**src/rtl/ac_link_pkg.sv**
```systemverilog
package ac_link_pkg;
  localparam int FRAME_LEN = 256;
  localparam int TAG_LEN   = 16;
  localparam int SLOT_W    = 20;
  localparam int HEAD_W    = TAG_LEN + 2 * SLOT_W;
  localparam int CNT_W     = $clog2(FRAME_LEN);
  localparam int TAG_LAST  = TAG_LEN - 1;
  localparam int S1_LAST   = TAG_LEN + SLOT_W - 1;
  localparam int S2_FIRST  = TAG_LEN + SLOT_W;
  localparam int S2_LAST   = HEAD_W - 1;
  localparam int IDX_W     = 7;
  localparam int VAL_W     = 16;

  localparam int CTRL_READY = 15;
  localparam int CTRL_COLD  = 11;
  localparam int CTRL_WARM  = 10;
  localparam int CTRL_START = 5;
  localparam int ADDR_RD    = 19;
  localparam int ADDR_LSB   = 12;
  localparam int DATA_LSB   = 4;
  localparam int TX_ADDR    = 31;
  localparam int TX_DATA    = 30;
  localparam int RX_ADDR    = 22;
  localparam int RX_DATA    = 21;

  typedef enum logic [2:0] {
    OFS_CTRL     = 3'd0,
    OFS_CMD_ADDR = 3'd1,
    OFS_CMD_DATA = 3'd2,
    OFS_TX_FLAGS = 3'd3,
    OFS_RX_FLAGS = 3'd4
  } reg_ofs_e;

  typedef struct packed {
    logic             valid;
    logic             rd;
    logic [IDX_W-1:0] idx;
    logic [VAL_W-1:0] val;
  } cmd_t;
endpackage

```
**src/rtl/ac_link_seq.sv**
```systemverilog
module ac_link_seq
  import ac_link_pkg::*;
#(
  parameter int COLD_CYC = 40,
  parameter int WARM_CYC = 16
) (
  input  logic             clk_i,
  input  logic             rst_ni,
  input  logic             start_i,
  input  logic             cold_req_i,
  input  logic             warm_req_i,
  output logic             run_o,
  output logic [CNT_W-1:0] cnt_o,
  output logic             cold_act_o,
  output logic             warm_act_o,
  output logic             sync_o,
  output logic             codec_rst_no
);
  localparam int COLD_W = $clog2(COLD_CYC + 1);
  localparam int WARM_W = $clog2(WARM_CYC + 1);

  logic [COLD_W-1:0] cold_q;
  logic [WARM_W-1:0] warm_q;
  logic [CNT_W-1:0]  cnt_q;

  assign cold_act_o   = cold_q != '0;
  assign warm_act_o   = warm_q != '0;
  assign run_o        = start_i && !cold_act_o && !warm_act_o;
  assign cnt_o        = cnt_q;
  assign codec_rst_no = !cold_act_o;
  assign sync_o       = warm_act_o || (run_o && cnt_q < CNT_W'(TAG_LEN));

  always_ff @(posedge clk_i or negedge rst_ni) begin
    if (!rst_ni)                 cold_q <= '0;
    else if (cold_req_i)         cold_q <= COLD_W'(COLD_CYC);
    else if (cold_act_o)         cold_q <= cold_q - 1'b1;
  end

  always_ff @(posedge clk_i or negedge rst_ni) begin
    if (!rst_ni)                 warm_q <= '0;
    else if (warm_req_i)         warm_q <= WARM_W'(WARM_CYC);
    else if (warm_act_o)         warm_q <= warm_q - 1'b1;
  end

  // idle parks at the last cycle so the first frame loads like any other
  always_ff @(posedge clk_i or negedge rst_ni) begin
    if (!rst_ni)                               cnt_q <= CNT_W'(FRAME_LEN - 1);
    else if (!run_o)                           cnt_q <= CNT_W'(FRAME_LEN - 1);
    else if (cnt_q == CNT_W'(FRAME_LEN - 1))   cnt_q <= '0;
    else                                       cnt_q <= cnt_q + 1'b1;
  end

  AST_SYNC_AT_TAG: assert property (@(posedge clk_i) disable iff (!rst_ni)
    $rose(sync_o) && !warm_act_o |-> cnt_q == '0);

  AST_CNT_STEP: assert property (@(posedge clk_i) disable iff (!rst_ni)
    run_o && $past(run_o) |->
      cnt_q == (($past(cnt_q) == CNT_W'(FRAME_LEN - 1)) ? '0 : $past(cnt_q) + 1'b1));
endmodule

```
**src/rtl/ac_link_ser.sv**
```systemverilog
module ac_link_ser
  import ac_link_pkg::*;
(
  input  logic             clk_i,
  input  logic             rst_ni,
  input  logic             run_i,
  input  logic [CNT_W-1:0] cnt_i,
  input  cmd_t             pend_i,
  output logic             load_o,
  output logic             frame_done_o,
  output logic             done_rd_o,
  output logic             sdata_o
);
  cmd_t              cur_q;
  logic [TAG_LEN-1:0] tag;
  logic [SLOT_W-1:0]  w1, w2;
  logic [HEAD_W-1:0]  head, head_sh;

  assign load_o       = run_i && cnt_i == CNT_W'(FRAME_LEN - 1);
  assign frame_done_o = load_o && cur_q.valid;
  assign done_rd_o    = cur_q.rd;

  always_ff @(posedge clk_i or negedge rst_ni) begin
    if (!rst_ni)      cur_q <= '0;
    else if (!run_i)  cur_q.valid <= 1'b0;
    else if (load_o)  cur_q <= pend_i;
  end

  always_comb begin
    tag = '0;
    tag[TAG_LEN-1] = cur_q.valid;
    tag[TAG_LEN-2] = cur_q.valid;
    tag[TAG_LEN-3] = cur_q.valid && !cur_q.rd;
    w1 = cur_q.valid ? {cur_q.rd, cur_q.idx, {(SLOT_W-IDX_W-1){1'b0}}} : '0;
    w2 = (cur_q.valid && !cur_q.rd) ? {cur_q.val, {(SLOT_W-VAL_W){1'b0}}} : '0;
  end

  assign head    = {tag, w1, w2};
  assign head_sh = head << cnt_i;
  assign sdata_o = run_i && cnt_i < CNT_W'(HEAD_W) && head_sh[HEAD_W-1];

  AST_FRAME_ONCE: assert property (@(posedge clk_i) disable iff (!rst_ni)
    frame_done_o |=> !cur_q.valid || $past(pend_i.valid));

  AST_READ_SLOT2_QUIET: assert property (@(posedge clk_i) disable iff (!rst_ni)
    cur_q.rd && cnt_i >= CNT_W'(S2_FIRST) && cnt_i <= CNT_W'(S2_LAST) |-> !sdata_o);
endmodule

```
**src/rtl/ac_link_deser.sv**
```systemverilog
module ac_link_deser
  import ac_link_pkg::*;
(
  input  logic             clk_i,
  input  logic             rst_ni,
  input  logic             run_i,
  input  logic [CNT_W-1:0] cnt_i,
  input  logic             cold_act_i,
  input  logic             sdata_i,
  output logic             ready_o,
  output logic [IDX_W-1:0] rx_idx_o,
  output logic [VAL_W-1:0] rx_val_o,
  output logic             idx_set_o,
  output logic             val_set_o
);
  logic [SLOT_W-2:0] sh_q;
  logic [SLOT_W-1:0] word;
  logic              v1_q, v2_q;
  logic              unused_word;

  assign word        = {sh_q, sdata_i};
  assign unused_word = ^word[DATA_LSB-1:0];
  assign idx_set_o   = run_i && cnt_i == CNT_W'(S1_LAST) && v1_q;
  assign val_set_o   = run_i && cnt_i == CNT_W'(S2_LAST) && v2_q;

  always_ff @(posedge clk_i or negedge rst_ni) begin
    if (!rst_ni) begin
      sh_q <= '0; v1_q <= 1'b0; v2_q <= 1'b0;
      rx_idx_o <= '0; rx_val_o <= '0;
    end else if (run_i) begin
      sh_q <= word[SLOT_W-2:0];
      if (cnt_i == CNT_W'(TAG_LAST)) {v1_q, v2_q} <= word[TAG_LEN-2 -: 2];
      if (idx_set_o) rx_idx_o <= word[ADDR_LSB +: IDX_W];
      if (val_set_o) rx_val_o <= word[DATA_LSB +: VAL_W];
    end
  end

  always_ff @(posedge clk_i or negedge rst_ni) begin
    if (!rst_ni)                                     ready_o <= 1'b0;
    else if (cold_act_i)                             ready_o <= 1'b0;
    else if (run_i && cnt_i == CNT_W'(TAG_LAST))     ready_o <= word[TAG_LEN-1];
  end

  AST_READY_HOLD: assert property (@(posedge clk_i) disable iff (!rst_ni)
    !cold_act_i && !(run_i && cnt_i == CNT_W'(TAG_LAST)) |=> $stable(ready_o));

  AST_READY_COLD: assert property (@(posedge clk_i) disable iff (!rst_ni)
    cold_act_i |=> !ready_o);
endmodule

```
**src/rtl/ac_link_ctrl.sv**
```systemverilog
module ac_link_ctrl
  import ac_link_pkg::*;
#(
  parameter int COLD_CYC = 40,
  parameter int WARM_CYC = 16
) (
  input  logic        clk_i,
  input  logic        rst_ni,
  input  logic        reg_we_i,
  input  logic [2:0]  reg_addr_i,
  input  logic [31:0] reg_wdata_i,
  output logic [31:0] reg_rdata_o,
  output logic        sync_o,
  output logic        sdata_o,
  output logic        codec_rst_no,
  input  logic        sdata_i
);
  logic             start_q, pend_q, pend_rd_q;
  logic [IDX_W-1:0] pend_idx_q;
  logic [VAL_W-1:0] data_q;
  logic             tx_a_q, tx_d_q, rx_a_q, rx_d_q;
  logic             run, cold_act, warm_act, load, frame_done, done_rd;
  logic             ready, idx_set, val_set;
  logic [CNT_W-1:0] cnt;
  logic [IDX_W-1:0] rx_idx;
  logic [VAL_W-1:0] rx_val;
  logic             wr_ctrl, wr_addr, wr_data, wr_tx, wr_rx;
  logic             unused_wdata;
  cmd_t             pend;

  assign wr_ctrl      = reg_we_i && reg_addr_i == OFS_CTRL;
  assign wr_addr      = reg_we_i && reg_addr_i == OFS_CMD_ADDR;
  assign wr_data      = reg_we_i && reg_addr_i == OFS_CMD_DATA;
  assign wr_tx        = reg_we_i && reg_addr_i == OFS_TX_FLAGS;
  assign wr_rx        = reg_we_i && reg_addr_i == OFS_RX_FLAGS;
  assign unused_wdata = ^reg_wdata_i;
  assign pend         = '{valid: pend_q, rd: pend_rd_q, idx: pend_idx_q, val: data_q};

  ac_link_seq #(.COLD_CYC(COLD_CYC), .WARM_CYC(WARM_CYC)) u_seq (
    .clk_i, .rst_ni, .start_i(start_q),
    .cold_req_i(wr_ctrl && reg_wdata_i[CTRL_COLD]),
    .warm_req_i(wr_ctrl && reg_wdata_i[CTRL_WARM]),
    .run_o(run), .cnt_o(cnt), .cold_act_o(cold_act), .warm_act_o(warm_act),
    .sync_o, .codec_rst_no
  );

  ac_link_ser u_ser (
    .clk_i, .rst_ni, .run_i(run), .cnt_i(cnt), .pend_i(pend),
    .load_o(load), .frame_done_o(frame_done), .done_rd_o(done_rd), .sdata_o
  );

  ac_link_deser u_deser (
    .clk_i, .rst_ni, .run_i(run), .cnt_i(cnt), .cold_act_i(cold_act), .sdata_i,
    .ready_o(ready), .rx_idx_o(rx_idx), .rx_val_o(rx_val),
    .idx_set_o(idx_set), .val_set_o(val_set)
  );

  always_ff @(posedge clk_i or negedge rst_ni) begin
    if (!rst_ni) begin
      start_q <= 1'b0; pend_q <= 1'b0; pend_rd_q <= 1'b0;
      pend_idx_q <= '0; data_q <= '0;
    end else begin
      if (wr_ctrl) start_q <= reg_wdata_i[CTRL_START];
      if (wr_data) data_q  <= reg_wdata_i[DATA_LSB +: VAL_W];
      if (wr_addr) begin
        pend_q     <= 1'b1;
        pend_rd_q  <= reg_wdata_i[ADDR_RD];
        pend_idx_q <= reg_wdata_i[ADDR_LSB +: IDX_W];
      end else if (load) begin
        pend_q <= 1'b0;
      end
    end
  end

  // sticky flags: set wins over a write-zero clear
  always_ff @(posedge clk_i or negedge rst_ni) begin
    if (!rst_ni) begin
      tx_a_q <= 1'b0; tx_d_q <= 1'b0; rx_a_q <= 1'b0; rx_d_q <= 1'b0;
    end else begin
      if (frame_done)                            tx_a_q <= 1'b1;
      else if (wr_tx && !reg_wdata_i[TX_ADDR])   tx_a_q <= 1'b0;
      if (frame_done && !done_rd)                tx_d_q <= 1'b1;
      else if (wr_tx && !reg_wdata_i[TX_DATA])   tx_d_q <= 1'b0;
      if (idx_set)                               rx_a_q <= 1'b1;
      else if (wr_rx && !reg_wdata_i[RX_ADDR])   rx_a_q <= 1'b0;
      if (val_set)                               rx_d_q <= 1'b1;
      else if (wr_rx && !reg_wdata_i[RX_DATA])   rx_d_q <= 1'b0;
    end
  end

  always_comb begin
    reg_rdata_o = '0;
    case (reg_ofs_e'(reg_addr_i))
      OFS_CTRL: begin
        reg_rdata_o[CTRL_READY] = ready;
        reg_rdata_o[CTRL_COLD]  = cold_act;
        reg_rdata_o[CTRL_WARM]  = warm_act;
        reg_rdata_o[CTRL_START] = start_q;
      end
      OFS_CMD_ADDR: reg_rdata_o[ADDR_LSB +: IDX_W] = rx_idx;
      OFS_CMD_DATA: reg_rdata_o[DATA_LSB +: VAL_W] = rx_val;
      OFS_TX_FLAGS: begin
        reg_rdata_o[TX_ADDR] = tx_a_q;
        reg_rdata_o[TX_DATA] = tx_d_q;
      end
      OFS_RX_FLAGS: begin
        reg_rdata_o[RX_ADDR] = rx_a_q;
        reg_rdata_o[RX_DATA] = rx_d_q;
      end
      default: reg_rdata_o = '0;
    endcase
  end

  AST_TX_ADDR_SENT: assert property (@(posedge clk_i) disable iff (!rst_ni)
    frame_done |=> tx_a_q);

  AST_READ_NO_DATA_FLAG: assert property (@(posedge clk_i) disable iff (!rst_ni)
    frame_done && done_rd && !tx_d_q |=> !tx_d_q);

  AST_TX_CLEAR: assert property (@(posedge clk_i) disable iff (!rst_ni)
    wr_tx && !reg_wdata_i[TX_ADDR] && !frame_done |=> !tx_a_q);

  AST_RX_CLEAR: assert property (@(posedge clk_i) disable iff (!rst_ni)
    wr_rx && !reg_wdata_i[RX_DATA] && !val_set |=> !rx_d_q);
endmodule

```
**config.mk**
```make
export PLATFORM = sky130hd
export DESIGN_NAME = ac_link_ctrl
export DESIGN_NICKNAME = d
export VERILOG_FILES = /design/src/rtl/ac_link_pkg.sv /design/src/rtl/ac_link_seq.sv /design/src/rtl/ac_link_ser.sv /design/src/rtl/ac_link_deser.sv /design/src/rtl/ac_link_ctrl.sv
export SDC_FILE = /design/constraint.sdc
export NUM_CORES = 1
export LEC_CHECK = 0
export BUFFER_PORTS_ARGS = -buffer_cell sky130_fd_sc_hd__buf_2
export CORE_MARGIN = 2
export CORE_UTILIZATION = 55
export DETAILED_ROUTE_END_ITERATION = 12
export GPL_TIMING_DRIVEN = 0
export PLACE_DENSITY = 0.77
export RECOVER_POWER = 100
export SETUP_SLACK_MARGIN = 0.2
export SLEW_MARGIN = 20
export SYNTH_ARGS = -nofsm -noshare
export SYNTH_HDL_FRONTEND = slang
export SYNTH_SLANG_ARGS = --single-unit
export TNS_END_PERCENT = 100
```
**constraint.sdc**
```tcl
create_clock -name clk_i -period 7.05 [get_ports clk_i]
set_clock_uncertainty 0.2 [all_clocks]
set_input_delay 1.7625 -clock clk_i [delete_from_list [all_inputs] [get_ports clk_i]]
set_output_delay 1.7625 -clock clk_i [all_outputs]
set_load 0.02 [all_outputs]
```
==> impl_metrics.yaml <==
status:
  run_status: "finished with violations"
  violations: "max-capacitance violations, max-slew violations"
grt:
  grt_pass1_vias: 3761
  grt_remaining_overflow: 0
  grt_pass1_wl_mm: 17.9
  maximum_number_of_pins_on_one_net_before_global_route_repair: 73
  grt_antenna_before_repair: 0
  grt.total_usage_pct: 22.3
power:
  share_clk_of_total_power_pct: 44.4
  cellLeakagePower_nw: 3.11
  internal_power_mw: 1.35
  power.switching_uw: 520
  max-vdd-ir-drop_v: 0.000213
  p_sw_share_pct: 27.8
  p_per_area_nw_per_um2: 293
  power.share.sequential_pct: 43.6
  total_power_mw: 1.87
  power.share.combinational_pct: 12.1
timing:
  setup_slack_ns: 1.83
  finalSetupViolations: 0
  hold-worst-slack_ns: 0.275
  timing.final.hold_violations: 0
  post-route-min-period_ns: 5.22
  max_clock_freq_mhz: 192
  rsz0062_at_grt: "no"
  fin_setup_tns_ns: 0
  slew_violations: 122
  slew_of_the_pin_with_the_lowest_slew_margin_ns: 2.46
  finalCritPeriodShare_pct: 74.1
  relSlewSlack_pct: -64.0
place:
  placedInstanceArea_um2: 5920
  place_hpwl_mm: 7.60
  place_congestion: 0.840
  placed_cells_incl_taps: 660
  port_buffers: 48
  dp_worst_setup_slack_ns: 1.96
floorplan:
  core_area_um2: 9680
  initial_utilization_pct: 56.2
  die-width_um: 103
  placement_rows: 36
  die-area_um2: 10700
  io_pins: 74
  die-height_um: 103
clocking:
  post_cts.repair.setup_buffers: 0
  clk-insertion-delay-late_ns: 0.52
  path_clk_slew_ns: 0.06
  clock_tree.root_cell: "clkbuf_8"
  postCtsResizedCells: 0
  cts.path.max_buffers: 2
  clock_sink_count: 119
  cts_hold_fix_bufs: 0
  cts_inserted_buffers: 17
  cts_tree: "built"
  cts_max_level: 4
setup_path:
  worst_r2r_startpoint: "u_seq.warm_q[0]"
  crit_path_top_delay_cell: "nor4b_1"
  critical_path_class: "flop to output port"
  worst-r2r-cell-count: 8
  cpLargestDelayFamily: "simple AND/OR/NAND/NOR gates"
  critPathArrivalTime_ns: 3.26
  worst_case_register_to_register_setup_slack_ns: 3.49
  cp-start-kind: "flop"
  r2r-end: "u_deser.rx_val_o[10]"
  ordered_cell_list_for_the_critical_path: "inv_1 > ha_1 > nor4b_1 > nand4_1 > nor4_1 > o211a_1 > clkbuf_1"
  crit_path_max_incr_delay_ns: 0.79
  worst_setup_path_end_kind: "output port"
  path_max_fanout: 7
  critPathRequiredTime_ns: 5.09
  critPathLaunch: "u_seq.warm_q[0]"
  path_buf_inv: 2
synthesis:
  synth_cell_type_count: 51
  synth-seq-area-share_pct: 54.9
  synth-seq-cells: 119
  synth_edf_count: 0
  synth.yosys.warnings: 0
  synth.avg_cell_area_um2: 11.7
  syn_inst: 467
  ys.flop_type: "dfrtp_1"
  async_flop_share_pct: 100
  syn_area_um2: 5440
  synth_area_leaders: "dfrtp_1 (51%), mux2_2 (16%), nand2_1 (5.0%)"
  synth_top_area_share_pct: 51.0
  yosysTopAreaCell: "dfrtp_1"
drt:
  route.detailed.vias_per_inst: 5.43
  dr_total_vias: 3761
  drt-wirelength-per-cell_um: 15.9
  detail_route.first_pass.iterations: 6
  final_antenna_net_count: 0
  detailedRoute.firstIterationViolations: 138
  detail_route.wirelength_mm: 11.0
  drcViolationCount: 0
final_layout:
  layout.cells.most_common: "dfrtp_1"
  finalNonFillerCells: 692
  drive_gt1_share_pct: 28.8
  number_of_diodes: 0
  syn_to_final_growth_pct: 17.2
  layout.core_utilization_pct: 65.9
  design.final.nets: 590
  final_design_area_no_fill_um2: 6380
  fillers: 753
  final_cell_mix: "dfrtp_1 (111), mux2_2 (77), nand2_1 (73)"
flow_run:
  drv_cap: 2
min_path:
  min_path_type: "flop to flop"
  timing.hold.worst.start: "pend_q"
  holdPathStages: 1
  worst_hold_path.endpoint: "pend_q"
synth_stat cells (all sizes together) (4+ instances only):
cell type / count
and2: 7
nor3: 12
ha: 5
buf: 20
or3: 4
mux4: 4
nor2b: 5
a21oi: 10
inv: 9
mux2: 77
nand2: 73
nand3: 5
o21ai: 15
mux2i: 4
dfrtp: 111
dfstp: 8
xnor2: 4
clkbuf: 15
a22oi: 6
nor2: 23
and3: 10
worst max-delay path by stage:
stage | to | slack (ns) | cells past startpoint
2_1_floorplan | reg_rdata_o[5] | 2.24 | 4
3_3_place_gp | reg_rdata_o[15] | 2.00 | 7
3_5_place_dp | reg_rdata_o[15] | 1.96 | 7
4_1_cts | reg_rdata_o[15] | 1.94 | 7
5_1_grt | u_seq.cold_q[3] | 1.32 | 2
6_report | sdata_o | 1.83 | 7
final cells by class:
class / count / area, µm² / share of cell area (%)
clock buffers: 17 / 414 / 6.49
clock inverters: 15 / 158 / 2.47
repair buffers: 49 / 216 / 3.39
multi-input cells: 315 / 2220 / 34.9
plain buffers: 35 / 178 / 2.79
flip-flops and latches: 119 / 2990 / 46.9
well taps: 133 / 166 / 2.61
inverters: 9 / 33.8 / 0.530
routing by layer:
metal  vias up  track usage, %  part of all wire, %  wire, µm
met5         -               0                    0         0
met4         0            9.51                  1.5       164
met3        23            5.04                  5.4       590
met2       104            37.3                   51      5590
met1      1877            27.9                   42      4630
li1       1757               -                    -         -
power groups by stage:
stage / logic (mW) / registers, mW / clock network [mW]
after floorplan: 0.175 / 0.811 / 0
after global placement: 0.219 / 0.821 / 0
after detailed placement: 0.238 / 0.827 / 0
after CTS: 0.238 / 0.816 / 0.839
after global routing: 0.254 / 0.826 / 0.870
final: 0.225 / 0.814 / 0.829
registers in the layout (all words and copies together), names as in the netlist:
signal	count
u_ser.cur_q	24
u_deser.sh_q	19
data_q	16
u_deser.rx_val_o	16
u_seq.cnt_o	8
pend_idx_q	7
u_deser.rx_idx_o	7
u_seq.cold_q	6
u_seq.warm_q	5
pend_q	1
pend_rd_q	1
rx_a_q	1
rx_d_q	1
start_q	1
tx_a_q	1
tx_d_q	1
u_deser.ready_o	1
u_deser.v1_q	1
u_deser.v2_q	1
u_ser.done_rd_o	1
logic make-up (layout without fill, tap and decap cells):
family,Yosys count,after routing,synth area share (%)
AOI/OAI and AO/OA,46,46,5.27
xor gates and xnor gates,7,7,1.13
adders and majority gates,5,5,1.15
buffers and inverters,44,125,4.21
DFF,119,119,54.9
muxes,85,85,18.3
other,1,12,0.0689
and+or+nand+nor,160,160,14.9
worst register-to-register path, cell delays in order, from the launching register on:
cell	delay [ns]
dfrtp_1	0.39
inv_1	0.11
ha_1	0.21
or4b_1	0.54
nor4_1	0.45
and4_1	0.27
clkbuf_1	0.36
clkbuf_1	0.51
mux2_2	0.41
(Power assumes the default switching activity.)
